## src/rtl/sgi_filter_pkg.sv

```systemverilog
package sgi_filter_pkg;
  typedef enum logic [1:0] {
    GRP_0   = 2'd0,
    GRP_1S  = 2'd1,
    GRP_1NS = 2'd2,
    GRP_RSV = 2'd3
  } sgi_grp_e;
endpackage

```

## src/rtl/sgi_grp_match.sv

```systemverilog
module sgi_grp_match
  import sgi_filter_pkg::*;
(
  input  logic [1:0] req_grp_i,
  input  logic [1:0] tgt_grp_i,
  output logic       grp_ok_o
);
  sgi_grp_e req_g, tgt_g, eff_g;

  always_comb begin
    req_g = sgi_grp_e'(req_grp_i);
    tgt_g = sgi_grp_e'(tgt_grp_i);
    // secure group 1 request on a group 0 target degrades to group 0
    eff_g = (req_g == GRP_1S && tgt_g == GRP_0) ? GRP_0 : req_g;
    grp_ok_o = 1'b1;
    if (req_g == GRP_RSV || tgt_g == GRP_RSV) grp_ok_o = 1'b0;
    else if (eff_g == GRP_0 && tgt_g != GRP_0) grp_ok_o = 1'b0;
  end
endmodule

```

## src/rtl/sgi_ns_gate.sv

```systemverilog
module sgi_ns_gate
  import sgi_filter_pkg::*;
#(
  parameter int ACC_W   = 2,
  parameter int G0_MIN  = 1,
  parameter int G1S_MIN = 2
) (
  input  logic             ns_i,
  input  logic             sec_dis_i,
  input  logic [1:0]       tgt_grp_i,
  input  logic [ACC_W-1:0] acc_i,
  output logic             ns_ok_o
);
  localparam logic [ACC_W-1:0] G0_THR  = ACC_W'(G0_MIN);
  localparam logic [ACC_W-1:0] G1S_THR = ACC_W'(G1S_MIN);

  sgi_grp_e tgt_g;

  always_comb begin
    tgt_g   = sgi_grp_e'(tgt_grp_i);
    ns_ok_o = 1'b1;
    if (ns_i && !sec_dis_i) begin
      if (tgt_g == GRP_0 && acc_i < G0_THR) ns_ok_o = 1'b0;
      if (tgt_g == GRP_1S && acc_i < G1S_THR) ns_ok_o = 1'b0;
    end
  end
endmodule

```

## src/rtl/sgi_filter.sv

```systemverilog
module sgi_filter #(
  parameter int ID_W    = 5,
  parameter int NUM_SGI = 16,
  parameter int ACC_W   = 2
) (
  input  logic             clk_i,
  input  logic             rst_ni,
  input  logic             req_valid_i,
  output logic             req_ready_o,
  input  logic [ID_W-1:0]  req_id_i,
  input  logic [1:0]       req_grp_i,
  input  logic             req_ns_i,
  input  logic             sec_dis_i,
  input  logic [1:0]       tgt_grp_i,
  input  logic [ACC_W-1:0] tgt_acc_i,
  output logic             set_pend_o,
  output logic [ID_W-1:0]  set_id_o,
  output logic             id_err_o
);
  localparam int ID_SPAN = 1 << ID_W;

  logic rdy_q, hs, in_range, grp_ok, ns_ok, accept;
  logic set_q, err_q;
  logic [ID_W-1:0] id_q;

  generate
    if (NUM_SGI >= ID_SPAN) begin : g_full_range
      assign in_range = 1'b1;
    end else begin : g_part_range
      assign in_range = req_id_i < ID_W'(NUM_SGI);
    end
  endgenerate

  sgi_grp_match u_grp (
    .req_grp_i (req_grp_i),
    .tgt_grp_i (tgt_grp_i),
    .grp_ok_o  (grp_ok)
  );

  sgi_ns_gate #(.ACC_W(ACC_W)) u_ns (
    .ns_i      (req_ns_i),
    .sec_dis_i (sec_dis_i),
    .tgt_grp_i (tgt_grp_i),
    .acc_i     (tgt_acc_i),
    .ns_ok_o   (ns_ok)
  );

  assign hs     = req_valid_i && rdy_q;
  assign accept = hs && in_range && grp_ok && ns_ok;

  always_ff @(posedge clk_i or negedge rst_ni) begin
    if (!rst_ni) begin
      rdy_q <= 1'b0;
      set_q <= 1'b0;
      err_q <= 1'b0;
      id_q  <= '0;
    end else begin
      rdy_q <= 1'b1;
      set_q <= accept;
      err_q <= hs && !in_range;
      if (accept) id_q <= req_id_i;
    end
  end

  assign req_ready_o = rdy_q;
  assign set_pend_o  = set_q;
  assign set_id_o    = id_q;
  assign id_err_o    = err_q;
endmodule

```

## config.mk

```make
export PLATFORM = sky130hd
export DESIGN_NAME = sgi_filter
export DESIGN_NICKNAME = d
export VERILOG_FILES = /design/src/rtl/sgi_filter_pkg.sv /design/src/rtl/sgi_grp_match.sv /design/src/rtl/sgi_ns_gate.sv /design/src/rtl/sgi_filter.sv
export SDC_FILE = /design/constraint.sdc
export NUM_CORES = 1
export LEC_CHECK = 0
export BUFFER_PORTS_ARGS = -buffer_cell sky130_fd_sc_hd__buf_2
export CAP_MARGIN = 30
export CORE_AREA = 2 2 39 41
export DETAILED_ROUTE_END_ITERATION = 10
export DIE_AREA = 0 0 41 43
export HOLD_SLACK_MARGIN = 0.05
export PLACE_DENSITY_LB_ADDON = 0.15
export SLEW_MARGIN = 20
export SYNTH_ARGS = -nofsm -noshare
export SYNTH_HDL_FRONTEND = slang
export SYNTH_SLANG_ARGS = --single-unit
```

## constraint.sdc

```tcl
create_clock -name clk_i -period 3.22 [get_ports clk_i]
set_input_delay 0.322 -clock clk_i [delete_from_list [all_inputs] [get_ports clk_i]]
set_output_delay 0.322 -clock clk_i [all_outputs]
set_load 0.1 [all_outputs]
```

# Yosys cells after proc, flatten, opt, wreduce, memory -nomap -nowiden
# Index checks and enable logic that the tools add are counted.
[classes]
eq_ne = 4
reduce_logical = 16
mux = 6
n_lt_le_gt_ge = 3
[ops]
columns = ["cell", "n"]
rows = [
  ["$logic_and A1 B1 Y1", 10],
  ["$lt A5 B5 Y1 const B", 1],
  ["$mux W1", 5],
  ["$eq A2 B1 Y1 const B", 2],
  ["$eq A2 B2 Y1 const B", 2],
  ["$logic_not A2 Y1", 2],
  ["$logic_not A1 Y1", 2],
  ["$lt A2 B1 Y1 const B", 1],
  ["$lt A2 B2 Y1 const B", 1],
  ["$mux W2", 1],
  ["$reduce_bool A2 Y1", 1],
  ["$logic_or A1 B1 Y1", 1],
]
[word_totals]
out_inout_bits = 8
in_bits = 16
word_cells = 33
register_bits = 8

# Longest topological paths before layout
[depth]
ltp_word = 9
depth_mapped = 4
mapped_depth_nobuf = 4

# Cells and area by module
# From an unflattened synthesis, not the netlist that was laid out.
[unflattened]
cells_unflattened = 25
hier_area_um2 = 354.1
[by_module_without_submodules]
columns = ["mod", "seq_area_each_um2", "area_each_um2", "n_inst", "cells_per_inst"]
rows = [
  ["sgi_filter", 200.2, 306.5, 1, 19],
  ["sgi_grp_match", 0.0, 23.8, 1, 3],
  ["sgi_ns_gate", 0.0, 23.8, 1, 3],
]

# Worst setup path before layout
# Ideal clock, no wire load.
[synth_timing]
path_type = "reg2reg"
from = "register rdy_q (netlist: req_ready_o)"
to = "register id_q[0] (netlist: set_id_o[0])"
n_path_buf = 0
stages_incl_launch_ff = 4
slack_ps = 1248
arrival_ps = 1844
required_ps = 3092
setup_time_ps = 128
period_less_slack_ps = 1972
cell_sequence = "dfrtp_1 > nand4_1 > a211oi_4 > mux2_1"
[synth_between]
elab_chain_cells = 4
[synth_lines]
columns = ["item", "line", "rtl"]
rows = [
  ["from (decl)", "sgi_filter.sv:22", "logic rdy_q, hs, in_range, grp_ok, ns_ok, accept;"],
  ["from (signal assigned)", "sgi_filter.sv:53", "rdy_q <= 1'b0;"],
  ["from (signal assigned)", "sgi_filter.sv:58", "rdy_q <= 1'b1;"],
  ["$logic_and A1 B1 Y1", "sgi_filter.sv:48", "assign hs = req_valid_i && rdy_q;"],
  ["$logic_and A1 B1 Y1 (3 in a row)", "sgi_filter.sv:49", "assign accept = hs && in_range && grp_ok && ns_ok;"],
  ["named net accept", "sgi_filter.sv:22", ""],
  ["to (signal assigned)", "sgi_filter.sv:61", "if (accept) id_q <= req_id_i;"],
  ["to (decl)", "sgi_filter.sv:24", "logic [ID_W-1:0] id_q;"],
]
# The timed path passes the listed nets, and every way through them passes these cells.
# A chain may end at the register's enable or synchronous reset.

# Worst setup path after layout
[layout_timing]
from = "register rdy_q (netlist: req_ready_o)"
to = "output port req_ready_o"
[layout_lines]
columns = ["item", "line", "rtl"]
rows = [
  ["to (decl)", "sgi_filter.sv:9", "output logic req_ready_o,"],
]
# No word-level cell between the ends.

==> summary.txt <==
Layout
  • Antenna Cells: 0
  • Final layout net count: 68
  • # fillers: 146
  • Layout cells sized above 1: 0.580
  • Syn-to-layout area delta: 50.8%

CTS
  • TritonCTS clock tree: built
  • Clk root buf: clkbuf_4
  • Clock tree buffer depth: 2
  • Clk sinks: 8
  • Worst-path clk slew: approximately 0.050 ns
  • Post-cts resize count: 0
  • Clock latency at the later pin of the worst-skew pair: 0.24 ns
  • Total CTS buffers: 3
  • Htree depth: 1

Floorplan
  • Cell Rows: 14
  • Initial core utilization: 0.239
  • IO Pins: 24
  • Area of the die: around 0.0018 mm^2
  • Total core area: 0.00138 mm^2
  • Die Span X: 41 um
  • Die height: 43 um

Power
  • Max VDD drop: 0.000307 V
  • LEAKAGE: about 0.26 nW
  • Pwr/cell area: between 700 and 800 mW/mm^2
  • Total Power: 0.350 mW

Logic synthesis
  • Largest family of logic cells by synthesized area: simple AND/OR/NAND/NOR gates
  • Mux cell area share after synthesis: 0.136
  • Most frequent cell after synthesis: dfrtp_1
  • Post-Syn Area: between 300 and 400 um^2
  • Seq cells post-synth: 8
  • Post-Syn Nets: 39
  • Xor/xnor share of the synthesized area: 0
  • Sequential element share of the synthesized area: 0.606
  • Yosys top cell by area: dfrtp_1
  • Complex-gate fraction of the synthesized area: 0.0871
  • Warnings from Yosys: 0
  • Post-Synth Simple-Gate Area: 0.159
  • Top cells by area, synth: dfrtp_1 61%, mux2_1 14%, a211oi_4 6.1%
  • Adder-cell share of the synthesized area: 0
  • Async set-or-reset flop fraction in the synthesized netlist: 1.00
  • Post-Syn Area per Cell: 14.4 um^2
  • Post-synth EDFFs: 0
  • Yosys top cell area share: 0.606
  • Ys flop type: dfrtp_1
  • Commonest cells post-synth: 8 x dfrtp_1, 4 x mux2_1
  • Unique masters post-synth: 13
  • Synthesized instance count: 23

Timing
  • RSZ-0062 raised after global routing: no
  • Hold slack: roughly 0.29 ns
  • Skew final: 0.00325 ns
  • Final hold violations: 0
  • Fmax: 740 MHz
  • TNS Setup: 0 ns
  • Final Max Slew Viols: 0
  • Finish-stage setup viols: 0
  • Post-layout minimum cycle time: 1.35 ns
  • Final period util: 0.420

GRT
  • Initial antenna violation count: 0
  • GR peak layer: met2
  • Global-route wire length before repair: 1.06 mm
  • Met1 Track Usage GR: 0.103
  • Vias in the first global route: 259
  • Gr ovfl total: 0
  • GRT Total Usage: 0.0944
  • Met2 Track Usage GR: 0.128
  • Met3 Use GR: 0.0628
  • Largest net degree at the start of global routing: 9

Setup path
  • CP Class: reg2out
  • Req. time, crit path: 2.90 ns
  • Critical Path Source Type: flop
  • Critical Path Sink Type: output port
  • CP max-delay cell: buf_2
  • Crit path cell chain: buf_2
  • CP delay by family, top: buffers and inverters
  • Crit-path max FO: 3
  • WP data arrival: 1.03 ns
  • Crit-path max cell delay: 0.43 ns
  • WP buf/inv: 1

Route
  • ANT nets after route: 0
  • Drt first pass iters: 4
  • Drt total wl: 637 um
  • Number of remaining DRC errors: 0
  • Vias per std cell: 4.15
  • 1st-iter DRT viols: 3
  • Via count: approximately 270
  • Drt wl/cell: 9.65 um

Placed design
  • # port buffers: 23
  • RePlAce Congestion: a little over 0.6
  • Detailed-placement wirelength estimate: 575 um

Job
  • Maxcap violations: 0

Worst hold path
  • Hold WC Path Type: in2reg

Run status
  • Status: finished, final reports clean
## power breakdown
| part | total (mW) | internal [mW] | switching, mW |
|---|---|---|---|
| Clock | 0.0714 | 0.0423 | 0.0291 |
| Combinational | 0.157 | 0.0266 | 0.130 |
| Sequential | 0.122 | 0.116 | 0.00603 |
## area by class of cell
type                            instances  area, um^2  share of cell area
Multi-Input combinational cell         15         130               0.261
Sequential cell                         8         200               0.402
Timing Repair Buffer                   24         125               0.251
Clock buffer                            3        22.5              0.0452
Tap cell                               16        20.0              0.0402
## state kept, by name, summed over array words and instances, names as in the netlist
signal,flops
req_ready_o,1
set_id_o,5
id_err_o,1
set_pend_o,1
## cells by family after synthesis
| kind of cell | count (synthesis) |
|---|---|
| flops | 8 |
| simple gates | 8 |
| mux | 4 |
| compound gates | 2 |
| other cells | 1 |
## what timing repair did
item                      4_1_cts  5_1_grt
hold buffers                    1        0
hold endpoints to repair        8        0
buffers inserted                0        0
## worst paths after layout
check                       startpoint          end  slack [ns]  cells after the start
hold / removal             req_id_i[0]  set_id_o[0]        0.29                      2
min in group asynchronous       rst_ni  set_id_o[1]        0.44                      2
setup / recovery           req_ready_o  req_ready_o        1.87                      1
max in group asynchronous       rst_ni     id_err_o        2.61                      2
setup reg to reg           req_ready_o  set_id_o[2]        1.93                      3
hold reg to reg            set_id_o[3]  set_id_o[3]        0.48                      1
## layout by cell type, fill, tap and decap left out
| master | n |
|---|---|
| dfrtp_1 | 8 |
| nor4b_2 | 1 |
| clkbuf_4 | 3 |
| nand4_1 | 1 |
| conb_1 | 1 |
| dlygate4sd3_1 | 1 |
| mux2_1 | 4 |
| nand2_1 | 1 |
| nor2_1 | 1 |
| a211oi_4 | 1 |
| and3_1 | 1 |
| nand2b_1 | 1 |
| a21oi_2 | 1 |
| nor3_1 | 1 |
| buf_2 | 23 |
| nor2b_1 | 1 |
## through the flow
step           setup WS [ns]  area, um^2   util  std cells
3_5_place_dp            1.67         465  0.336         62
4_1_cts                 1.84         498  0.360         66
2_1_floorplan           1.25         330      -         23
3_3_place_gp            1.71         465  0.336         62
6_report                1.87         498  0.360         66
5_1_grt                 1.79         498  0.360         66
## layer usage
layer | vias to the layer above | share of wire | routed length (um)
li1 | 134 | - | -
met4 | 0 | 0 | 0
met5 | - | 0 | 0
met1 | 124 | 0.39 | 247
met3 | 0 | 0.12 | 77
met2 | 16 | 0.49 | 311
No activity file was read; power rests on OpenSTA's default activity.
